### src/rtl/alu16_pkg.sv
package alu16_pkg;

  typedef enum logic [3:0] {
    OP_PASS_A = 4'h0,
    OP_PASS_B = 4'h1,
    OP_ADD    = 4'h2,
    OP_SUB    = 4'h3,
    OP_AND    = 4'h4,
    OP_OR     = 4'h5,
    OP_XOR    = 4'h6,
    OP_NOT    = 4'h7,
    OP_SHL    = 4'h8,
    OP_SHR    = 4'h9,
    OP_ROL    = 4'hA,
    OP_ROR    = 4'hB,
    OP_INC    = 4'hC,
    OP_DEC    = 4'hD,
    OP_NEG    = 4'hE,
    OP_ZERO   = 4'hF
  } alu_op_e;

  typedef enum logic [1:0] {
    GRP_MOVE  = 2'd0,
    GRP_LOGIC = 2'd1,
    GRP_ARITH = 2'd2,
    GRP_SHIFT = 2'd3
  } alu_grp_e;

  typedef struct packed {
    logic z;
    logic c;
    logic s;
    logic v;
  } alu_flags_t;

  // Classify an operation so the result and flag muxes pick one source.
  function automatic alu_grp_e op_group(input alu_op_e op);
    case (op)
      OP_ADD, OP_SUB, OP_INC, OP_DEC, OP_NEG: return GRP_ARITH;
      OP_SHL, OP_SHR, OP_ROL, OP_ROR:         return GRP_SHIFT;
      OP_AND, OP_OR, OP_XOR, OP_NOT:          return GRP_LOGIC;
      default:                                return GRP_MOVE;
    endcase
  endfunction

endpackage

### src/rtl/alu16_arith.sv
module alu16_arith
  import alu16_pkg::*;
#(
  parameter int W = 8
) (
  input  logic [W-1:0] a,
  input  logic [W-1:0] b,
  input  alu_op_e      op,
  output logic [W-1:0] sum,
  output logic         cout,
  output logic         ovf
);

  localparam logic [W-1:0] ALL_ONES = {W{1'b1}};
  localparam logic [W-1:0] NONE     = '0;

  // Adder operands, selected per operation, brought out as named wires.
  logic [W-1:0] add_x;
  logic [W-1:0] add_y;
  logic         add_cin;

  // One shared adder: returns {carry, sum}.
  function automatic logic [W:0] add_with_carry(input logic [W-1:0] x,
                                                input logic [W-1:0] y,
                                                input logic         ci);
    return {1'b0, x} + {1'b0, y} + {{W{1'b0}}, ci};
  endfunction

  // Signed overflow of x + y: operands agree in sign, sum disagrees.
  function automatic logic signed_ovf(input logic xs, input logic ys,
                                      input logic rs);
    return (xs == ys) && (rs != xs);
  endfunction

  always_comb begin
    add_x   = a;
    add_y   = NONE;
    add_cin = 1'b0;
    case (op)
      OP_ADD: begin add_y = b;        add_cin = 1'b0; end
      OP_SUB: begin add_y = ~b;       add_cin = 1'b1; end
      OP_INC: begin add_y = NONE;     add_cin = 1'b1; end
      OP_DEC: begin add_y = ALL_ONES; add_cin = 1'b0; end
      OP_NEG: begin add_x = NONE; add_y = ~a; add_cin = 1'b1; end
      default: ;
    endcase
  end

  logic [W:0] add_full;
  assign add_full = add_with_carry(add_x, add_y, add_cin);
  assign sum      = add_full[W-1:0];
  assign cout     = add_full[W];
  assign ovf      = signed_ovf(add_x[W-1], add_y[W-1], add_full[W-1]);

endmodule

### src/rtl/alu16_logic.sv
module alu16_logic
  import alu16_pkg::*;
#(
  parameter int W = 8
) (
  input  logic [W-1:0] a,
  input  logic [W-1:0] b,
  input  alu_op_e      op,
  output logic [W-1:0] res
);

  always_comb begin
    case (op)
      OP_PASS_A: res = a;
      OP_PASS_B: res = b;
      OP_AND:    res = a & b;
      OP_OR:     res = a | b;
      OP_XOR:    res = a ^ b;
      OP_NOT:    res = ~a;
      default:   res = '0;
    endcase
  end

endmodule

### src/rtl/alu16_shift.sv
module alu16_shift
  import alu16_pkg::*;
#(
  parameter int W = 8
) (
  input  logic [W-1:0] a,
  input  alu_op_e      op,
  output logic [W-1:0] res,
  output logic         cout
);

  localparam int MSB = W - 1;

  // Bit that leaves the word, and the bit that enters at the vacated end.
  logic out_bit;
  logic fill_bit;
  logic go_left;

  assign go_left  = (op == OP_SHL) || (op == OP_ROL);
  assign out_bit  = go_left ? a[MSB] : a[0];
  assign fill_bit = ((op == OP_ROL) || (op == OP_ROR)) ? out_bit : 1'b0;

  genvar i;
  generate
    for (i = 0; i < W; i++) begin : g_bit
      if (i == 0) begin : g_low
        assign res[i] = go_left ? fill_bit : a[i+1];
      end else if (i == MSB) begin : g_high
        assign res[i] = go_left ? a[i-1] : fill_bit;
      end else begin : g_mid
        assign res[i] = go_left ? a[i-1] : a[i+1];
      end
    end
  endgenerate

  assign cout = out_bit;

endmodule

### src/rtl/alu16_flags.sv
module alu16_flags
  import alu16_pkg::*;
#(
  parameter int W = 8
) (
  input  logic [W-1:0] res,
  input  alu_grp_e     grp,
  input  logic         arith_c,
  input  logic         arith_v,
  input  logic         shift_c,
  output alu_flags_t   flags
);

  always_comb begin
    flags.z = ~|res;
    flags.s = res[W-1];
    case (grp)
      GRP_ARITH: begin flags.c = arith_c; flags.v = arith_v; end
      GRP_SHIFT: begin flags.c = shift_c; flags.v = 1'b0;    end
      default:   begin flags.c = 1'b0;    flags.v = 1'b0;    end
    endcase
  end

endmodule

### src/rtl/alu16_top.sv
module alu16_top
  import alu16_pkg::*;
#(
  parameter int W = 8
) (
  input  logic [W-1:0] a,
  input  logic [W-1:0] b,
  input  logic [3:0]   op,
  input  logic         oe,
  output logic [W-1:0] result,
  output logic         zf,
  output logic         cf,
  output logic         sf,
  output logic         vf
);

  alu_op_e      op_e;
  alu_grp_e     grp;
  logic [W-1:0] arith_res;
  logic         arith_c;
  logic         arith_v;
  logic [W-1:0] logic_res;
  logic [W-1:0] shift_res;
  logic         shift_c;
  logic [W-1:0] core_res;
  alu_flags_t   flags;

  assign op_e = alu_op_e'(op);
  assign grp  = op_group(op_e);

  alu16_arith #(.W(W)) u_arith (
    .a(a), .b(b), .op(op_e), .sum(arith_res), .cout(arith_c), .ovf(arith_v)
  );

  alu16_logic #(.W(W)) u_logic (
    .a(a), .b(b), .op(op_e), .res(logic_res)
  );

  alu16_shift #(.W(W)) u_shift (
    .a(a), .op(op_e), .res(shift_res), .cout(shift_c)
  );

  always_comb begin
    case (grp)
      GRP_ARITH: core_res = arith_res;
      GRP_SHIFT: core_res = shift_res;
      default:   core_res = logic_res;
    endcase
  end

  alu16_flags #(.W(W)) u_flags (
    .res(core_res), .grp(grp), .arith_c(arith_c), .arith_v(arith_v),
    .shift_c(shift_c), .flags(flags)
  );

  assign result = oe ? core_res : '0;
  assign zf     = flags.z;
  assign cf     = flags.c;
  assign sf     = flags.s;
  assign vf     = flags.v;

endmodule

### config.mk
export PLATFORM = sky130hd
export DESIGN_NAME = alu16_top
export DESIGN_NICKNAME = d
export VERILOG_FILES = /design/src/rtl/alu16_pkg.sv /design/src/rtl/alu16_arith.sv /design/src/rtl/alu16_logic.sv /design/src/rtl/alu16_shift.sv /design/src/rtl/alu16_flags.sv /design/src/rtl/alu16_top.sv
export SDC_FILE = /design/constraint.sdc
export NUM_CORES = 1
export LEC_CHECK = 0
export ABC_CLOCK_PERIOD_IN_PS = 4400
export BUFFER_PORTS_ARGS = -buffer_cell sky130_fd_sc_hd__buf_2
export CORE_MARGIN = 1.5
export CORE_UTILIZATION = 60
export DETAILED_ROUTE_END_ITERATION = 10
export PLACE_DENSITY_LB_ADDON = 0.05
export REMOVE_ABC_BUFFERS = 1
export SKIP_LAST_GASP = 1
export SYNTH_ARGS = -nofsm -noshare
export SYNTH_HDL_FRONTEND = slang
export SYNTH_SLANG_ARGS = --single-unit
### constraint.sdc
create_clock -name vclk -period 4.4
set_input_delay 0.22 -clock vclk [all_inputs]
set_output_delay 0.22 -clock vclk [all_outputs]
set_load 0.02 [all_outputs]
==> results.yml <==
routing:
  firstDrtPassIters: 4
  ant_nets: 0
  drc: 0
  drt-total-wl_um: 4480
  vias: 1814
  first_iter_violations: 93
  viasPerCell: 6.07
  wire_per_inst_um: 15.0
timing:
  whs_ps: 844
  hold_viol: 0
  setup_viol: 0
  tightest_slew_ps: 1010
  rsz0062_at_grt: "no"
  max_slew_margin: 0.322
  fin_tns_setup_ps: 0
  timing.fmax_mhz: 274
  slew_violations: 0
  fin_crit_ps: 3640
  fin_crit_sh: 0.828
global_routing:
  grt_pass1_wl_um: 7710
  grt_use_total: 0.291
  grt_pass1_vias: 1690
  grt_max_degree: 26
  gr-total-overflow: 0
  antenna_found_initial: 0
synthesis:
  ys_types: 48
  yosys.area_share.simple: 0.264
  synth_top_cells_by_area: "ha_1 (19%), mux2i_1 (8.7%), nand2_1 (6.7%)"
  ys_seq_area_frac: 0
  synth_commonest_cells: "nand2_1 (31), ha_1 (27), inv_1 (20), o21ai_0 (16), mux2i_1 (15)"
  synth_compound_area_frac: 0.240
  synth_top_area_cell: "ha_1"
  avgSynthCellArea_um2: 7.10
  synth_top_area_frac: 0.195
  synth_top_family_by_area: "simple AND/OR/NAND/NOR gates"
  synthAdderAreaFrac: 0.218
  synth_warnings: 0
  synth.most_common_cell: "nand2_1"
  muxShareOfSynthArea: 0.126
  synthCells: 244
  synth_area_um2: 1730
  synth-xor-area-share: 0.0708
die:
  core_area_um2: 2760
  rows: 19
  start_util: 0.628
  io_pins: 33
  fp.dieW_um: 56.7
  die_area_um2: 3220
  die_y_um: 56.7
power_and_ir_drop:
  p_leak_nw: 0.970
  vdd_drop_max_uv: 91.1
  p_per_area_nw_per_um2: 115
  p_total_w: 0.000218
place:
  dp_hpwl_um: 3600
  dpl.cell_count: 299
  gp_congestion: 0.912
  io_buffers: 33
clocking:
  hold_buffers: 0
  ctsResizeCount: 0
  cts_setup_buffers: 0
final_layout:
  seq_cells: 0
  syn_to_final_growth_pct: 9.03
  layout-drive-gt1-share: 0.172
  clkbuf_count: 0
  num_antenna_cells: 0
  final_cells: 299
  seq_area_um2: 0
  finish.net_count: 320
run:
  max_cap_viol_count: 0
worst_setup_path:
  critPathSlowestCell: "fa_1"
  worstSetupStartpointType: "input pin"
  required_ps: 4180
  cp_cell_sequence: "buf_2 > inv_1 > ha_1 > nand2_1 > o21ai_0 > nand2_1 > nand2_1 > fa_1 > fa_1 > a211oi_1 > o21bai_1 > a21oi_1 > xor2_1 > o221ai_1 > nor4_2 > buf_2"
  cp_max_fo: 14
  crit_path_end_kind: "primary output"
  slowest_delay_ps: 470
  worst_path_most_repeated_cell: "nand2_1"
  cp_data_arrival_time_ps: 3420
  worstSetupPathType: "input pin to primary output"
min_path:
  hp-class: "input pin to primary output"
  worstHoldStart: "oe"
  min_to: "result[2]"
  hold_depth: 3
run_status:
  status: "finished clean"
[area by class of cell]
cell class | instances | area (um2)
Tap cell | 31 | 38.8
Inverter | 21 | 78.8
Timing Repair Buffer | 35 | 180
Multi-Input combinational cell | 212 | 1590
Fill cell | 284 | 868
[metal layers]
metal  GRT usage  wire [um]  up-vias  part of all wire
met3      0.0115        215       10             0.048
met4      0.0565         93        0             0.021
met1       0.388       2090      829              0.47
li1            -          -      907                 -
met2       0.522       2080       68              0.46
met5           0          0        -                 0
[critical path, delay by kind of cell]
family / cells / cell delay (ps)
AND/OR/NAND/NOR: 4 / 520
adder cells (fa/ha/maj): 3 / 1250
AO/OA/AOI/OAI: 5 / 870
buffers and inverters: 3 / 390
XOR/XNOR: 1 / 160
[layout by cell type (no fill, tap or decap), types with 2 or more instances in the layout]
cell,count
buf_2,33
nand2_1,31
ha_1,27
inv_1,20
o21ai_0,16
mux2i_1,15
and2_1,14
nor2_1,14
xor2_1,11
a21oi_1,11
nor2b_1,9
o22ai_1,5
a21o_1,4
a22oi_1,4
a221oi_1,4
nand2b_1,3
nand3b_1,3
o211ai_1,3
nor3b_1,3
nand3_1,3
xnor2_1,3
mux4_2,2
o21bai_1,2
a211oi_1,2
mux2_2,2
a311oi_1,2
fa_1,2
buf_4,2
[power by group]
| group | switching (W) | internal [W] |
|---|---|---|
| combinational | 0.000129 | 0.0000884 |
| clock | 0 | 0 |
| sequential | 0 | 0 |
| total | 0.000129 | 0.0000884 |
[kinds of logic after synthesis]
kind of cell	after synthesis
AND/OR/NAND/NOR	88
multiplexers	19
AO/OA/AOI/OAI	62
XOR/XNOR	14
adder cells (fa/ha/maj)	29
buffers and inverters	32
[worst max path at each step]
stage	from	end	slack, ps	cells past startpoint
2_1_floorplan	op[3]	zf	1110	14
3_3_place_gp	op[3]	zf	850	16
3_5_place_dp	op[2]	zf	780	16
4_1_cts	op[3]	zf	760	16
5_1_grt	op[3]	zf	390	16
6_report	op[3]	zf	760	16
[stage by stage]
step | instance area [um2] | setup slack, ps | util
finish | 1890 | 756 | 0.685
global route | 1890 | 391 | 0.685
CTS | 1890 | 763 | 0.685
detailed placement | 1890 | 775 | 0.685
global placement | 1890 | 848 | 0.685
floorplan | 1670 | 1110 | -
Power figures use the tool's default switching activity.
